<file path="config.mk">
export PLATFORM = sky130hd
export DESIGN_NAME = spi_word_datapath
export DESIGN_NICKNAME = d
export VERILOG_FILES = /design/src/rtl/spi_dp_pkg.sv /design/src/rtl/spi_in_sync.sv /design/src/rtl/spi_sck_divider.sv /design/src/rtl/spi_shift_engine.sv /design/src/rtl/spi_flag_unit.sv /design/src/rtl/spi_word_datapath.sv
export SDC_FILE = /design/constraint.sdc
export NUM_CORES = 1
export LEC_CHECK = 0
export BUFFER_PORTS_ARGS = -buffer_cell sky130_fd_sc_hd__buf_2
export CAP_MARGIN = 15
export CORE_AREA = 8 8 80 110
export CTS_BUF_LIST = sky130_fd_sc_hd__clkbuf_8
export DETAILED_ROUTE_END_ITERATION = 12
export DIE_AREA = 0 0 88 118
export SYNTH_ARGS = -nofsm -noshare
export SYNTH_HDL_FRONTEND = slang
export SYNTH_HIERARCHICAL = 1
export SYNTH_SLANG_ARGS = --single-unit
</file>
<file path="constraint.sdc">
create_clock -name clk -period 2.1 [get_ports clk]
set_clock_uncertainty 0.15 [all_clocks]
set_input_delay 0.315 -clock clk [delete_from_list [all_inputs] [get_ports clk]]
set_output_delay 0.315 -clock clk [all_outputs]
set_load 0.02 [all_outputs]
</file>
<file path="src/rtl/spi_dp_pkg.sv">
package spi_dp_pkg;

    typedef enum logic [1:0] {
        ST_IDLE,
        ST_LOW,
        ST_HIGH,
        ST_DONE
    } xfer_state_t;

    localparam logic [1:0] ADDR_STAT = 2'd0;
    localparam logic [1:0] ADDR_HI   = 2'd2;
    localparam logic [1:0] ADDR_LO   = 2'd3;

    localparam int STAT_SPIF_BIT = 7;
    localparam int STAT_OVRF_BIT = 6;

endpackage

</file>
<file path="src/rtl/spi_in_sync.sv">
module spi_in_sync #(
    parameter int             W       = 3,
    parameter int             STAGES  = 2,
    parameter logic [W-1:0]   RST_VAL = '0
) (
    input  logic         clk,
    input  logic         rst_n,
    input  logic [W-1:0] d,
    output logic [W-1:0] q
);
    logic [W-1:0] pipe [STAGES];

    always_ff @(posedge clk or negedge rst_n) begin
        if (!rst_n) begin
            for (int i = 0; i < STAGES; i++) pipe[i] <= RST_VAL;
        end else begin
            pipe[0] <= d;
            for (int i = 1; i < STAGES; i++) pipe[i] <= pipe[i-1];
        end
    end

    assign q = pipe[STAGES-1];
endmodule

</file>
<file path="src/rtl/spi_sck_divider.sv">
module spi_sck_divider #(
    parameter int DIV_HALF = 2
) (
    input  logic clk,
    input  logic rst_n,
    input  logic run,
    output logic tick
);
    localparam int CW = (DIV_HALF > 1) ? $clog2(DIV_HALF) : 1;

    logic [CW-1:0] cnt;

    assign tick = run && (cnt == CW'(DIV_HALF - 1));

    always_ff @(posedge clk or negedge rst_n) begin
        if (!rst_n)             cnt <= '0;
        else if (!run || tick)  cnt <= '0;
        else                    cnt <= cnt + 1'b1;
    end
endmodule

</file>
<file path="src/rtl/spi_shift_engine.sv">
module spi_shift_engine
    import spi_dp_pkg::*;
#(
    parameter int LANE_W   = 8,
    parameter int DIV_HALF = 2
) (
    input  logic                clk,
    input  logic                rst_n,
    input  logic                master_en,
    input  logic                size16,
    input  logic                ld_hi,
    input  logic                ld_lo,
    input  logic [LANE_W-1:0]   wbyte,
    input  logic                sck_rise,
    input  logic                sck_fall,
    input  logic                ss_act,
    input  logic                mosi_s,
    input  logic                miso_m,
    output logic                sck_m,
    output logic                tx_bit,
    output logic                done,
    output logic [2*LANE_W-1:0] rx_word
);
    localparam int WORD_W = 2 * LANE_W;
    localparam int CNTW   = $clog2(WORD_W + 1);

    xfer_state_t        state, state_nx;
    logic [WORD_W-1:0]  sreg;
    logic [CNTW-1:0]    bits_done;
    logic [CNTW-1:0]    nbits;
    logic               sck_q, txb_q;
    logic               tick, run;
    logic               lead_ev, trail_ev, abort, start, slv_begin, last;
    logic               top_bit, in_bit;

    assign run = master_en && ((state == ST_LOW) || (state == ST_HIGH));

    spi_sck_divider #(.DIV_HALF(DIV_HALF)) u_div (
        .clk  (clk),
        .rst_n(rst_n),
        .run  (run),
        .tick (tick)
    );

    assign nbits     = size16 ? CNTW'(WORD_W) : CNTW'(LANE_W);
    assign top_bit   = size16 ? sreg[WORD_W-1] : sreg[LANE_W-1];
    assign in_bit    = master_en ? miso_m : mosi_s;
    assign lead_ev   = master_en ? tick : sck_rise;
    assign trail_ev  = master_en ? tick : sck_fall;
    assign abort     = !master_en && !ss_act &&
                       ((state == ST_LOW) || (state == ST_HIGH));
    assign start     = master_en && ld_lo && (state == ST_IDLE);
    assign slv_begin = !master_en && ss_act && (state == ST_IDLE);
    assign last      = (bits_done == nbits - 1'b1);

    // state register
    always_ff @(posedge clk or negedge rst_n) begin
        if (!rst_n) state <= ST_IDLE;
        else        state <= state_nx;
    end

    // next-state logic
    always_comb begin
        state_nx = state;
        unique case (state)
            ST_IDLE: if (start || slv_begin) state_nx = ST_LOW;
            ST_LOW: begin
                if (abort)        state_nx = ST_IDLE;
                else if (lead_ev) state_nx = ST_HIGH;
            end
            ST_HIGH: begin
                if (abort)         state_nx = ST_IDLE;
                else if (trail_ev) state_nx = last ? ST_DONE : ST_LOW;
            end
            ST_DONE: state_nx = ST_IDLE;
        endcase
    end

    // datapath and serial outputs
    always_ff @(posedge clk or negedge rst_n) begin
        if (!rst_n) begin
            sreg      <= '0;
            bits_done <= '0;
            sck_q     <= 1'b0;
            txb_q     <= 1'b0;
        end else begin
            unique case (state)
                ST_IDLE: begin
                    bits_done <= '0;
                    if (ld_hi) sreg[WORD_W-1:LANE_W] <= wbyte;
                    if (ld_lo) sreg[LANE_W-1:0]      <= wbyte;
                end
                ST_LOW: begin
                    if (!abort && lead_ev) begin
                        sck_q <= master_en;
                        txb_q <= top_bit;
                    end
                end
                ST_HIGH: begin
                    if (abort) begin
                        sck_q <= 1'b0;
                    end else if (trail_ev) begin
                        sck_q     <= 1'b0;
                        sreg      <= {sreg[WORD_W-2:0], in_bit};
                        bits_done <= bits_done + 1'b1;
                    end
                end
                ST_DONE: begin
                    bits_done <= '0;
                end
            endcase
        end
    end

    assign sck_m   = sck_q;
    assign tx_bit  = txb_q;
    assign done    = (state == ST_DONE);
    assign rx_word = size16 ? sreg : {{LANE_W{1'b0}}, sreg[LANE_W-1:0]};

    AST_SCK_IDLE_LOW: assert property (@(posedge clk) disable iff (!rst_n)
        (state == ST_IDLE) |-> !sck_m);

    AST_BUSY_WRITE_IGNORED: assert property (@(posedge clk) disable iff (!rst_n)
        ((state == ST_LOW) && (ld_lo || ld_hi)) |=> $stable(sreg));

    AST_DESELECT_ABORTS: assert property (@(posedge clk) disable iff (!rst_n)
        (!master_en && !ss_act && (state == ST_HIGH)) |=> (state == ST_IDLE));

endmodule

</file>
<file path="src/rtl/spi_flag_unit.sv">
module spi_flag_unit #(
    parameter int WORD_W = 16
) (
    input  logic              clk,
    input  logic              rst_n,
    input  logic              done,
    input  logic [WORD_W-1:0] rx_word,
    input  logic              stat_rd,
    input  logic              data_acc,
    output logic              spif,
    output logic              ovrf,
    output logic [WORD_W-1:0] rx_buf
);
    logic spif_arm, ovrf_arm;
    logic clr_spif, clr_ovrf, overrun;

    assign clr_spif = spif_arm && data_acc;
    assign clr_ovrf = ovrf_arm && data_acc;
    assign overrun  = done && spif && !clr_spif;

    always_ff @(posedge clk or negedge rst_n) begin
        if (!rst_n) begin
            spif     <= 1'b0;
            ovrf     <= 1'b0;
            spif_arm <= 1'b0;
            ovrf_arm <= 1'b0;
            rx_buf   <= '0;
        end else begin
            if (done && !overrun) rx_buf <= rx_word;

            if (done)          spif <= 1'b1;
            else if (clr_spif) spif <= 1'b0;

            if (overrun)       ovrf <= 1'b1;
            else if (clr_ovrf) ovrf <= 1'b0;

            if (clr_spif)             spif_arm <= 1'b0;
            else if (stat_rd && spif) spif_arm <= 1'b1;

            if (clr_ovrf)             ovrf_arm <= 1'b0;
            else if (stat_rd && ovrf) ovrf_arm <= 1'b1;
        end
    end

    AST_SPIF_ON_DONE: assert property (@(posedge clk) disable iff (!rst_n)
        done |=> spif);

    AST_OVERRUN_KEEPS_BUF: assert property (@(posedge clk) disable iff (!rst_n)
        (done && spif && !data_acc) |=> (ovrf && $stable(rx_buf)));

    AST_SPIF_NEEDS_ARM: assert property (@(posedge clk) disable iff (!rst_n)
        (spif && data_acc && !spif_arm) |=> spif);

    AST_SPIF_CLEARED: assert property (@(posedge clk) disable iff (!rst_n)
        (spif_arm && data_acc && !done) |=> !spif);

    AST_OVRF_CLEARED: assert property (@(posedge clk) disable iff (!rst_n)
        (ovrf_arm && data_acc && !overrun) |=> !ovrf);

endmodule

</file>
<file path="src/rtl/spi_word_datapath.sv">
module spi_word_datapath
    import spi_dp_pkg::*;
#(
    parameter int LANE_W      = 8,
    parameter int DIV_HALF    = 2,
    parameter int SYNC_STAGES = 2
) (
    input  logic              clk,
    input  logic              rst_n,
    input  logic              master_en,
    input  logic              size16,
    input  logic              cpu_wr,
    input  logic              cpu_rd,
    input  logic [1:0]        cpu_addr,
    input  logic [LANE_W-1:0] cpu_wdata,
    output logic [LANE_W-1:0] cpu_rdata,
    output logic              sck_o,
    output logic              mosi_o,
    input  logic              miso_i,
    input  logic              sck_i,
    input  logic              mosi_i,
    input  logic              ss_n_i,
    output logic              miso_o
);
    localparam int WORD_W = 2 * LANE_W;

    logic              hit_hi, hit_lo, stat_rd, data_acc;
    logic [2:0]        sync_q;
    logic              sck_s, sck_prev, sck_rise, sck_fall;
    logic              sck_m, tx_bit, done;
    logic [WORD_W-1:0] rx_word, rx_buf;
    logic              spif, ovrf;

    assign hit_hi   = (cpu_addr == ADDR_HI);
    assign hit_lo   = (cpu_addr == ADDR_LO);
    assign stat_rd  = cpu_rd && (cpu_addr == ADDR_STAT);
    assign data_acc = (cpu_wr || cpu_rd) && (hit_hi || hit_lo);

    spi_in_sync #(
        .W      (3),
        .STAGES (SYNC_STAGES),
        .RST_VAL(3'b001)
    ) u_sync (
        .clk  (clk),
        .rst_n(rst_n),
        .d    ({sck_i, mosi_i, ss_n_i}),
        .q    (sync_q)
    );

    assign sck_s = sync_q[2];

    always_ff @(posedge clk or negedge rst_n) begin
        if (!rst_n) sck_prev <= 1'b0;
        else        sck_prev <= sck_s;
    end

    assign sck_rise = sck_s && !sck_prev;
    assign sck_fall = !sck_s && sck_prev;

    spi_shift_engine #(
        .LANE_W  (LANE_W),
        .DIV_HALF(DIV_HALF)
    ) u_eng (
        .clk      (clk),
        .rst_n    (rst_n),
        .master_en(master_en),
        .size16   (size16),
        .ld_hi    (cpu_wr && hit_hi && size16),
        .ld_lo    (cpu_wr && hit_lo),
        .wbyte    (cpu_wdata),
        .sck_rise (sck_rise),
        .sck_fall (sck_fall),
        .ss_act   (!sync_q[0]),
        .mosi_s   (sync_q[1]),
        .miso_m   (miso_i),
        .sck_m    (sck_m),
        .tx_bit   (tx_bit),
        .done     (done),
        .rx_word  (rx_word)
    );

    spi_flag_unit #(.WORD_W(WORD_W)) u_flags (
        .clk     (clk),
        .rst_n   (rst_n),
        .done    (done),
        .rx_word (rx_word),
        .stat_rd (stat_rd),
        .data_acc(data_acc),
        .spif    (spif),
        .ovrf    (ovrf),
        .rx_buf  (rx_buf)
    );

    always_comb begin
        cpu_rdata = '0;
        case (cpu_addr)
            ADDR_STAT: begin
                cpu_rdata[STAT_SPIF_BIT] = spif;
                cpu_rdata[STAT_OVRF_BIT] = ovrf;
            end
            ADDR_HI: if (size16) cpu_rdata = rx_buf[WORD_W-1:LANE_W];
            ADDR_LO: cpu_rdata = rx_buf[LANE_W-1:0];
            default: cpu_rdata = '0;
        endcase
    end

    assign sck_o  = sck_m;
    assign mosi_o = master_en && tx_bit;
    assign miso_o = !master_en && tx_bit;

endmodule

</file>
After elaboration in Yosys (flattened, before gate mapping)
Cells that the tools add are included.

Bits in registers: 53. Bits of input ports: 20.

Add/sub/neg operators: 3. Equal/unequal tests: 14. Multiplexer cells: 37. Reduce and logical (&&, ||, !) cells: 54.

Operators by type and width (count): $mux 16 (3); $pmux 16 s2 (1); $logic_and 1x1->1 (25); $mux 8 (3); $mux 1 (16); $mux 5 (3); $reduce_bool 2->1 (7); $mux 2 (6); $pmux 6 s2 (1); $pmux 5 s2 (1); $reduce_and 3->1 (3); $eq 2x2->1 const B (4); $logic_not 1->1 (8); $pmux 2 s4 (1); $reduce_and 4->1 (2); $ne 2x1->1 const B (3); $ne 2x2->1 const B (3); $ne 3x1->1 const B (2); $pmux 2 s3 (1); $add 5x1->5 const B (1); $eq 5x5->1 (1); $logic_or 1x1->1 (5); $sub 5x1->5 const B (1); $logic_not 2->1 (2); 5 further kinds (5).

Longest topological paths before layout
Gate-level depths: netlist of the first run.

Word-level depth: 8. Depth in mapped cells: 10.

Cells and area by module
Netlist of the first run, hierarchy kept.

Modules (own cells, without submodules): spi_shift_engine (instances 1, cells each 170, area an instance 1575.3 sq um, seq. area each 625.6 sq um); spi_flag_unit (instances 1, cells each 87, area an instance 972.2 sq um, seq. area each 500.5 sq um); spi_word_datapath (instances 1, cells each 40, area an instance 332.8 sq um, seq. area each 25.0 sq um); spi_in_sync (instances 1, cells each 9, area an instance 175.2 sq um, seq. area each 152.6 sq um); spi_sck_divider (instances 1, cells each 3, area an instance 41.3 sq um, seq. area each 25.0 sq um).

Worst setup path before layout of the first run
Ideal clock, no wire load.

Path type: flip-flop to flip-flop. From: register u_eng.state[0]. To: register u_eng.sreg[0]. Library setup time: 128 ps. Arrival time: 1973 ps. Path slack: -151 ps. Stages on the path, launching flop included: 9. Path buffers: 1. Cell sequence: dfrtp_1 > inv_1 > ha_1 > buf_4 > and2_1 > and2_2 > a21boi_2 > a21oi_4 > mux2_1.

Word-level cells in the longest chain between the ends: 7.

Ends and longest elaborated chain: start, declared (RTL line spi_shift_engine.sv:27) `xfer_state_t state, state_nx;`; start signal, assigned (RTL line spi_shift_engine.sv:59) `else state <= state_nx;`; $eq 2x1->1 / $eq 2x2->1 (equally long branches) (RTL line spi_shift_engine.sv:36) `assign run = master_en && ((state == ST_LOW) || (state == ST_HIGH));`; $logic_or 1x1->1 (*) (RTL line spi_shift_engine.sv:36); $logic_and 1x1->1 (*) (RTL line spi_shift_engine.sv:36); net u_eng.run (RTL line spi_shift_engine.sv:32) `logic tick, run;`; $logic_and 1x1->1 (*) (RTL line spi_sck_divider.sv:13) `assign tick = run && (cnt == CW'(DIV_HALF - 1));`; net u_eng.tick (RTL line spi_shift_engine.sv:32); $mux 1 (*) (RTL line spi_shift_engine.sv:49) `assign trail_ev = master_en ? tick : sck_fall;`; $ne 2x1->1 (no source line) (*); $reduce_and 4->1 (no source line) (*); end signal, assigned by index (RTL line spi_shift_engine.sv:90) `if (ld_hi) sreg[WORD_W-1:LANE_W] <= wbyte;`; end signal, assigned by index (RTL line spi_shift_engine.sv:91) `if (ld_lo) sreg[LANE_W-1:0] <= wbyte;`; end signal, assigned (RTL line spi_shift_engine.sv:104) `sreg <= {sreg[WORD_W-2:0], in_bit};`; end, declared (RTL line spi_shift_engine.sv:28) `logic [WORD_W-1:0] sreg;`.

Mark *: on every way through the listed nets, which the timed path passes. The rest lies on a longest branch. A chain may end at the register's enable or synchronous reset.

Worst setup path after layout of the first run
From: register u_eng.state[1]. To: register u_eng.state[0].

Word-level cells in the longest chain between the ends: 7.

Ends and longest elaborated chain (RTL line): $eq 2x1->1 / $eq 2x2->1 (equally long branches) (spi_shift_engine.sv:36); $logic_or 1x1->1 (*) (spi_shift_engine.sv:36); $logic_and 1x1->1 (*) (spi_shift_engine.sv:36); net u_eng.run (spi_shift_engine.sv:32); $logic_and 1x1->1 (*) (spi_sck_divider.sv:13); net u_eng.tick (spi_shift_engine.sv:32); $mux 1 (on tied branches) (spi_shift_engine.sv:48, spi_shift_engine.sv:49); $ne 3x1->1 (no source line); $reduce_and 3->1 (no source line) (*).

Marked as above.

==> flow_summary.json, run 1 <==
{
  "grt_use_met1_pct": 15.0,
  "placed_cells": 417,
  "grt_first_pass_wirelength_mm": 10.4,
  "ff2ff_setup_slack_ps": 90,
  "coreArea_sq_um": 7180,
  "setup_viol": 0,
  "final_util_pct": 47.8,
  "firstDrtPassIters": 4,
  "wl_per_cell_um": 14.0,
  "grt-ovfl-total": 0,
  "hold_depth": 3,
  "place.gp.congestion": 0.791,
  "detail-route-antenna-nets": 0,
  "hold_violations": 0,
  "path_common_cell": "and2_4",
  "die_x_um": 88,
  "synth_edf_count": 0,
  "synth.top_cell.area_share_pct": 41.2,
  "timing.hold.ws_ps": 165,
  "clk_pin_slew_worst_paths_ps": 100,
  "slowest_stage": "dfrtp_1",
  "synth_most_common_cell": "dfrtp_1",
  "p_leak_nw": 1.49,
  "synth_area_leaders": "dfrtp_1, o32ai_2, a21oi_1, nand2_1, buf_4",
  "synthFlopType": "dfrtp_1",
  "ios": 31,
  "die_area_sq_um": 10400,
  "hp-start": "cpu_wdata[0]",
  "ys_ff_latch": 53,
  "track_usage_pct": 12.4,
  "synthCells": 309,
  "synthesis.nets": 334,
  "vias": 2168,
  "fin_crit_sh_pct": 95.6,
  "synth.largest_area_cell": "dfrtp_1",
  "tritoncts": "done",
  "viasPerCell": 5.03,
  "grt_pass1_vias": 2270,
  "worst-setup-path-type": "reg2reg",
  "slew_headroom_pct": 47.8,
  "tightest_slew_ps": 783,
  "cts_buffer_depth": 2,
  "instances_no_fill": 431,
  "post_synth_most_frequent_cells": "dfrtp_1, a21oi_1, nand2_1",
  "status": "complete, no violations",
  "layout-drive-gt1-share_pct": 28.1,
  "yosys_warnings": 6,
  "max_stage_delay_ps": 370,
  "crit_chain": "inv_2 > ha_4 > and2_4 > and2_4 > or2b_1 > o32ai_4 > a21o_1 > o32a_1",
  "clock_latency_ps": 310,
  "crit_required_ps": 2140,
  "cts_buffers": 5,
  "placementRows": 37,
  "start_util_pct": 43.2,
  "portBuffers": 30,
  "drtIter0Drc": 57,
  "cp-start-kind": "flip-flop",
  "syn_avg_cell_area_sq_um": 10.0,
  "route.detailed.drc": 0,
  "dp_hpwl_mm": 4.44,
  "reg2reg_to": "u_eng/state[0]",
  "grt_max_degree": 35,
  "ys_types": 52,
  "fin_nets": 358,
  "met2_usage_pct": 20.2,
  "max-vdd-ir-drop_mv": 0.762,
  "min_period_ps": 2010,
  "n_fill_cell": 685,
  "final_area_sq_um": 3430,
  "finalMaxSlewViolations": 0,
  "clock-sinks": 53,
  "antenna_found_initial": 0,
  "hp-class": "in2reg",
  "maxCapViolations": 0,
  "wl_mm": 6.05,
  "worstHoldEndpoint": "u_eng/sreg[8]",
  "endpoint_kind": "flip-flop",
  "grt_use_met3_pct": 3.35,
  "reg2reg_from": "u_eng/state[1]",
  "seq_area_frac_synth_pct": 42.9,
  "fmax_mhz": 498,
  "ff2ff_path_depth": 8,
  "async_reset_ff_share_pct": 100,
  "cts_htree_levels": 2,
  "gr-max-usage-layer": "met2",
  "synthesis.area_sq_um": 3100,
  "power_density_nw_per_um2": 1250,
  "die_h_um": 118,
  "areaGrowthSynthToFinish_pct": 10.9,
  "diodes": 0,
  "crit_path_start": "u_eng/state[1]",
  "worstPathMaxFanout": 4,
  "critPathArrivalTime_ps": 2050,
  "clockRootBuffer": "clkbuf_8",
  "postPlaceCellArea_sq_um": 3240
}
-- power by group --
group / internal, mW / switching, mW / total (mW)
Combinational: 0.904 / 1.00 / 1.90
Clock: 0.353 / 0.330 / 0.684
Sequential: 1.42 / 0.287 / 1.71
-- layer usage --
layer	vias to the layer above	part of all wire, %
met4	0	1.6
li1	1109	-
met3	8	4.4
met5	-	0
met1	1015	46
met2	36	48
-- through the flow --
stage | power, mW | TNS [ps] | setup WS (ps)
after floorplan | 3.28 | 0 | 2.18
after global placement | 3.51 | 0 | 72.7
after detailed placement | 3.56 | 0 | 12.6
after CTS | 4.27 | 0 | 37.3
after global routing | 4.68 | -14.9 | -14.9
final | 4.30 | 0 | 91.5
-- area by class of cell --
class	instances	area [sq um]	share of cell area [%]
Multi-Input combinational cell	205	1490	43.5
Timing Repair Buffer	47	300	8.75
Clock inverter	3	42.5	1.24
Clock buffer	5	68.8	2.00
Tap cell	97	121	3.53
Sequential cell	53	1330	38.7
Inverter	21	78.8	2.30
-- flip-flops by register name (all words and copies together) (netlist names), 2 cells and up --
register	flops
u_eng/sreg	16
u_eng/bits_done	5
u_eng/state	2
u_flags/rx_buf	16
u_sync/pipe	3
u_sync/q	3
-- layout by cell type, fill, tap and decap left out, types with 2 or more instances in the layout --
master	Yosys	routed
nand3_1	6	6
xnor2_1	2	2
dfrtp_1	51	51
buf_4	13	12
dlygate4sd3_1	0	4
a21o_1	2	2
clkbuf_8	1	5
o32ai_1	6	6
dfstp_2	2	2
buf_2	5	30
mux2i_1	7	7
nor2b_1	13	13
inv_2	0	2
nand3b_1	7	7
o221ai_1	3	3
and3_1	2	2
inv_1	21	20
and2_4	0	2
nand2_1	28	28
a21oi_4	2	2
nand2b_1	4	4
a211oi_1	2	2
ha_1	5	4
nand4b_1	2	2
o32ai_2	11	10
a21oi_2	2	2
nand2_2	6	6
a21oi_1	33	33
a31oi_1	2	2
a21boi_2	8	7
and2_1	10	9
nor2_1	20	20
or3b_1	2	2
o21ai_0	3	3
-- worst max-delay path by stage --
stage / endpoint / depth (start not counted)
2_1_floorplan: u_eng/state[0] / 9
6_report: u_eng/state[0] / 8
3_3_place_gp: u_eng/state[0] / 8
4_1_cts: u_eng/state[0] / 8
5_1_grt: u_eng/state[0] / 8
3_5_place_dp: u_eng/state[0] / 8
-- repair_timing --
| action | in CTS | in global routing |
|---|---|---|
| pin swaps | 0 | 5 |
| hold buffers | 4 | 0 |
| endpoints found under the hold margin | 22 | 0 |
| setup endpoints to repair | 1 | 19 |
| resized for setup | 0 | 6 |
| buffers inserted | 1 | 1 |
-- critical path: cells and delay by family (launching register included) --
family                   cells  cell delay, ps
AO/OA/AOI/OAI                3             580
AND/OR/NAND/NOR              3             470
flip-flops                   1             370
adder cells (fa/ha/maj)      1             260
buffers and inverters        1              70
-- cell families (layout without fill, tap and decap cells) --
group           Yosys count  in the layout  synth area share [%]
buf+inv                  51             76                  10.2
compound gates           80             80                  21.7
flops                    53             53                  42.9
simple gates            109            109                  19.7
mux                       8              8                  2.63
xor+xnor                  3              3                 0.849
fa+ha+maj                 5              5                  2.02
Note: power is estimated with default switching activity, not from simulation.
==> inputs of run 2 (changes only) <==
CELL_PAD_IN_SITES_DETAIL_PLACEMENT = 0   (was not set)
CELL_PAD_IN_SITES_GLOBAL_PLACEMENT = 2   (was not set)
CORE_AREA = 8 8 88 121   (was 8 8 80 110)
DIE_AREA = 0 0 96 129   (was 0 0 88 118)
PLACE_DENSITY_LB_ADDON = 0.1   (was not set)
==> run 2 against run 1 <==
  * Die area up 19%
  * Final area up 1.1%
  * Wire length up 13%
  * Combinational power up 2%
  * First-iteration DRC count up 30%
==> flow_summary.json, run 2 (synthesis results as in run 1) <==
{
  "status": "complete, no violations",
  "reg2reg_to": "u_eng/bits_done[2]",
  "reg2reg_from": "u_eng/state[0]",
  "slowest_stage": "dfrtp_1",
  "ff2ff_setup_slack_ps": 60,
  "antenna_found_initial": 0,
  "grt_pass1_vias": 2234,
  "p_leak_nw": 1.50,
  "fin_nets": 359,
  "fin_crit_sh_pct": 96.9,
  "max-vdd-ir-drop_mv": 0.513,
  "cts_buffers": 5,
  "clock_latency_ps": 310,
  "viasPerCell": 4.97,
  "fmax_mhz": 491,
  "detail-route-antenna-nets": 0,
  "critPathArrivalTime_ps": 2060,
  "power_density_nw_per_um2": 1240,
  "areaGrowthSynthToFinish_pct": 12.1,
  "multi_input_comb_area_sq_um": 1510,
  "crit_chain": "inv_1 > ha_4 > and2_1 > and2_4 > a21boi_4 > a21o_1 > o221ai_1",
  "min_period_ps": 2040,
  "endpoint_kind": "flip-flop",
  "endpoint": "u_eng/bits_done[2]",
  "coreArea_sq_um": 8870,
  "ff2ff_path_depth": 7,
  "die_x_um": 96,
  "slew_headroom_pct": 45.0,
  "grt_max_degree": 54,
  "diodes": 0,
  "worstPathMaxFanout": 6,
  "cts_buffer_depth": 2,
  "layout_common_cells": "dfrtp_1, a21oi_1, buf_2",
  "vias": 2197,
  "ios": 31,
  "instances_no_fill": 442,
  "max_stage_delay_ps": 390,
  "portBuffers": 30,
  "seq_area_sq_um": 1330,
  "track_usage_pct": 11.6,
  "final_util_pct": 39.1,
  "n_fill_cell": 928,
  "crit_required_ps": 2130,
  "finalMaxSlewViolations": 0,
  "tritoncts": "done",
  "crit_path_start": "u_eng/state[0]",
  "clockRootBuffer": "clkbuf_8",
  "hold_violations": 0,
  "layout-drive-gt1-share_pct": 28.7,
  "die_area_sq_um": 12400,
  "route.detailed.drc": 0,
  "clock-sinks": 53,
  "setup_viol": 0,
  "cp-start-kind": "flip-flop",
  "worst-setup-path-type": "reg2reg",
  "maxCapViolations": 0,
  "drtIter0Drc": 74,
  "hp-class": "in2reg",
  "wl_mm": 6.82,
  "clk_pin_slew_worst_paths_ps": 100,
  "placed_cells": 428,
  "timing.hold.ws_ps": 160,
  "start_util_pct": 34.9,
  "tightest_slew_ps": 826,
  "wl_per_cell_um": 15.4,
  "layout.cells.most_common": "dfrtp_1",
  "firstDrtPassIters": 4,
  "grt-ovfl-total": 0,
  "die_h_um": 129,
  "dp_hpwl_mm": 4.80,
  "placementRows": 41,
  "place.gp.congestion": 0.748,
  "cts_htree_levels": 2,
  "grt_first_pass_wirelength_mm": 11.3,
  "largestRegisters": "u_eng/sreg (16), u_flags/rx_buf (16), u_eng/bits_done (5)"
}
-- run 2: layout make-up --
cell class                      count  area share, %
Clock inverter                      1          0.144
Tap cell                          107           3.86
Sequential cell                    53           38.3
Inverter                           21           2.27
Multi-Input combinational cell    205           43.4
Clock buffer                        7           2.77
Timing Repair Buffer               48           9.33
-- run 2: layer usage --
layer  up-vias  share of wire, %  GRT usage, %
li1       1105                 -             -
met1      1052                47          15.0
met2        35                46          18.1
met3         5               5.2          2.86
met4         0               1.4          4.09
met5         -                 0             0
-- run 2: worst max-delay path, delay by kind of cell, from the launching register on --
family	cells	cell delay, ps
adder cells (fa/ha/maj)	1	220
AO/OA/AOI/OAI	3	700
AND/OR/NAND/NOR	2	340
buffers and inverters	1	120
flip-flops	1	390
-- run 2: how the worst min path moves through the flow --
| stage | from | endpoint | slack, ps | depth (start not counted) |
|---|---|---|---|---|
| detailed placement | rst_n | u_sync/pipe[5] | 190 | 2 |
| global placement | u_sync/pipe[4] | u_sync/q[1] | 180 | 0 |
| CTS | cpu_wdata[0] | u_eng/sreg[8] | 150 | 3 |
| floorplan | rst_n | sck_prev | -130 | 0 |
| global route | cpu_addr[1] | u_flags/ovrf_arm | 170 | 4 |
| finish | cpu_wdata[0] | u_eng/sreg[8] | 160 | 3 |
-- run 2: timing repair --
item / in CTS / in global routing
hold endpoints to repair: 54 / 0
setup buffers: 1 / 1
gates resized for setup: 0 / 8
pin swaps: 0 / 3
setup endpoints to repair: 1 / 21
hold buffers: 4 / 0
-- run 2: where the power goes --
| group | internal (mW) | switching (mW) | leakage [nW] |
|---|---|---|---|
| combinational | 0.913 | 1.03 | 0.815 |
| clock | 0.299 | 0.340 | 0.0542 |
| sequential | 1.42 | 0.312 | 0.631 |
| total | 2.64 | 1.68 | 1.50 |
-- run 2: metrics by stage --
step | setup slack, ps | power [mW] | TNS (ps) | cell area, sq um
2_1_floorplan | 2.18 | 3.28 | 0 | 3110
3_3_place_gp | 63.5 | 3.60 | 0 | 3260
3_5_place_dp | 13.4 | 3.61 | 0 | 3260
4_1_cts | 41.1 | 4.28 | 0 | 3400
5_1_grt | -14.9 | 4.66 | -18.0 | 3470
6_report | 64.4 | 4.32 | 0 | 3470
==> inputs of run 3 (changes only) <==
ABC_AREA = 1   (was not set)
CORE_AREA = 8 8 89 123   (was 8 8 88 121)
DIE_AREA = 0 0 97 131   (was 0 0 96 129)
==> run 3 against run 2 <==
  * Synthesized area fell by 8.0%
  * Largest cell class is now flip-flops and latches
  * Non-clock buffer count fell by 1
  * Wire length rose by 2.5%
  * Die area rose by 2.6%
  * Via count rose by 5.7%
  * Sequential cell count did not move
  * Power fell by 6.4%
  * Maximum frequency rose by 4.1%
  * Global-route usage barely moved
  * Clock-buffer cell count fell by 2
  * Final area fell by 5.6%
  * Sequential share of layout area rose by 2.3 points
==> flow_summary.json, run 3 <==
{
  "synthesis.area_sq_um": 2850,
  "grt-ovfl-total": 0,
  "place.gp.congestion": 0.747,
  "hold_violations": 0,
  "synthSimpleGateAreaFrac_pct": 29.9,
  "synth_most_common_cell": "nand2_1",
  "instances_no_fill": 510,
  "synth_compound_area_share_pct": 9.53,
  "seq_area_frac_synth_pct": 46.6,
  "start_util_pct": 31.0,
  "grt_first_pass_wirelength_mm": 11.8,
  "setup_viol": 0,
  "post_synth_most_frequent_cells": "nand2_1, dfrtp_1, inv_1",
  "die_h_um": 131,
  "synthAdderAreaFrac_pct": 2.19,
  "tightest_slew_ps": 454,
  "worst-setup-path-type": "reg2reg",
  "synthFlopType": "dfrtp_1",
  "clock-sinks": 53,
  "drtIter0Drc": 82,
  "synthXorXnorAreaFrac_pct": 0.615,
  "slew_headroom_pct": 69.7,
  "wl_per_cell_um": 13.7,
  "cts_htree_levels": 2,
  "clk_pin_slew_worst_paths_ps": 100,
  "synthesis.nets": 392,
  "die_area_sq_um": 12700,
  "min_period_ps": 1950,
  "ys_types": 29,
  "yosys_warnings": 6,
  "clockRootBuffer": "clkbuf_8",
  "viasPerCell": 4.55,
  "areaGrowthSynthToFinish_pct": 15.0,
  "synth.top_cell.area_share_pct": 44.8,
  "synth_edf_count": 0,
  "route.detailed.drc": 0,
  "crit_required_ps": 2180,
  "endpoint_kind": "flip-flop",
  "rsz0062_at_grt": "true",
  "p_leak_nw": 1.79,
  "synthCells": 367,
  "critPathArrivalTime_ps": 2040,
  "placementRows": 42,
  "ios": 31,
  "worstHoldEndpoint": "u_eng/u_div/cnt",
  "dp_hpwl_mm": 5.49,
  "die_x_um": 97,
  "hp-class": "in2reg",
  "clock_latency_ps": 320,
  "grt_pass1_vias": 2312,
  "reg2reg_to": "u_eng/sreg[0]",
  "fmax_mhz": 512,
  "detail-route-antenna-nets": 0,
  "wl_mm": 6.99,
  "async_reset_ff_share_pct": 100,
  "postPlaceCellArea_sq_um": 3100,
  "ff2ff_setup_slack_ps": 150,
  "fin_nets": 424,
  "layout_common_cells": "nand2_1, dfrtp_1, inv_1",
  "synth.largest_area_cell": "dfrtp_1",
  "cts_buffer_depth": 2,
  "track_usage_pct": 11.6,
  "vias": 2322,
  "hp-start": "master_en",
  "largestRegisters": "u_eng/sreg (16), u_flags/rx_buf (16), u_eng/bits_done (5)",
  "fin_crit_sh_pct": 93.1,
  "firstDrtPassIters": 4,
  "synth.area.mux_share_pct": 0,
  "portBuffers": 30,
  "syn_avg_cell_area_sq_um": 7.77,
  "diodes": 0,
  "max-vdd-ir-drop_mv": 0.425,
  "hold_depth": 5,
  "worstPathMaxFanout": 16,
  "maxCapViolations": 0,
  "antenna_found_initial": 0,
  "synth_top_family_by_area": "simple AND/OR/NAND/NOR gates",
  "grt_max_degree": 20,
  "placed_cells": 498,
  "synth_area_leaders": "dfrtp_1, nand2_1, nand3_1, inv_1, o21ai_0",
  "final_area_sq_um": 3280,
  "finalMaxSlewViolations": 0,
  "cts_buffers": 5,
  "status": "complete, no violations",
  "n_fill_cell": 1011,
  "layout-drive-gt1-share_pct": 17.8,
  "reg2reg_from": "u_eng/state[1]",
  "cts_setup_buffers": 0,
  "ys_ff_latch": 53,
  "ff2ff_path_depth": 13,
  "power_mw": 4.04,
  "coreArea_sq_um": 9200,
  "power_density_nw_per_um2": 1230,
  "layout.cells.most_common": "nand2_1",
  "tritoncts": "done",
  "cp-start-kind": "flip-flop"
}
[run 3: changes by cell type in the layout (fill, tap and decap cells not counted), moves of 9 or more]
cell and change:
nand2_1 +92, a21oi_1 -29, nand3_1 +29, o21ai_0 +25
inv_1 +21, nor2b_1 -13, and2_1 -10, o32ai_2 -10
nor2_1 +9
[run 3: routing by layer]
metal	global-route usage, %	part of all wire [%]
met5	0	0
met4	4.09	1.5
met3	2.79	4.0
met2	19.9	49
met1	13.7	46
[run 3: cell families (layout without fill, tap and decap cells)]
group | Yosys count | count (layout)
simple gates | 197 | 197
compound gates | 44 | 44
buf+inv | 66 | 99
fa+ha+maj | 5 | 5
xor+xnor | 2 | 2
flops | 53 | 53
[run 3: worst max-delay path by stage]
stage / start / to / slack (ps) / cells after the start
after floorplan: u_eng/state[0] / u_eng/sreg[1] / 130 / 12
after global placement: u_eng/state[0] / u_eng/bits_done[1] / 150 / 13
after detailed placement: u_eng/state[1] / u_eng/bits_done[1] / 90 / 13
after CTS: u_eng/state[1] / u_eng/bits_done[1] / 70 / 13
after global routing: u_eng/state[1] / u_eng/sreg[5] / -2 / 13
final: u_eng/state[1] / u_eng/sreg[0] / 150 / 13
[run 3: power breakdown]
part | total, mW | switching [mW] | internal, mW
clock | 0.830 | 0.356 | 0.474
combinational | 1.60 | 1.01 | 0.590
sequential | 1.62 | 0.234 | 1.38
[run 3: layout make-up]
| cell class | instances | area, sq um | share of cell area (%) |
|---|---|---|---|
| sequential | 53 | 1330 | 40.5 |
| multi-input combinational | 248 | 1210 | 37.0 |
| timing repair buffer | 47 | 300 | 9.16 |
| inverter | 44 | 165 | 5.04 |
| tap | 110 | 138 | 4.20 |
| clock buffer | 5 | 68.8 | 2.10 |
| clock inverter | 3 | 65.1 | 1.99 |
[run 3: what timing repair did]
item | in CTS | in global routing
setup endpoints to repair | 0 | 4
hold buffers | 4 | 0
endpoints found under the hold margin | 18 | 0
gates resized for setup | 0 | 1
[run 3: worst max-delay path, cell delays in order (launching register included)]
cell     delay [ps]
dfrtp_1         360
inv_1            60
ha_1            290
nand2_1          50
inv_1            70
nand2_1          50
inv_1            60
nand2_1          80
nand3_2         140
nand2_4          80
nor3_4          170
buf_12          170
nand2_1          50
o21ai_0          70
[run 3: stage by stage]
stage,setup slack (ps),util [%],hold slack [ps],TNS [ps]
floorplan,133,-,-131,0
global placement,145,33.7,136,0
detailed placement,89.0,33.7,139,0
CTS,66.9,35.6,176,0
global route,-2.25,35.6,186,-2.25
finish,145,35.6,190,0
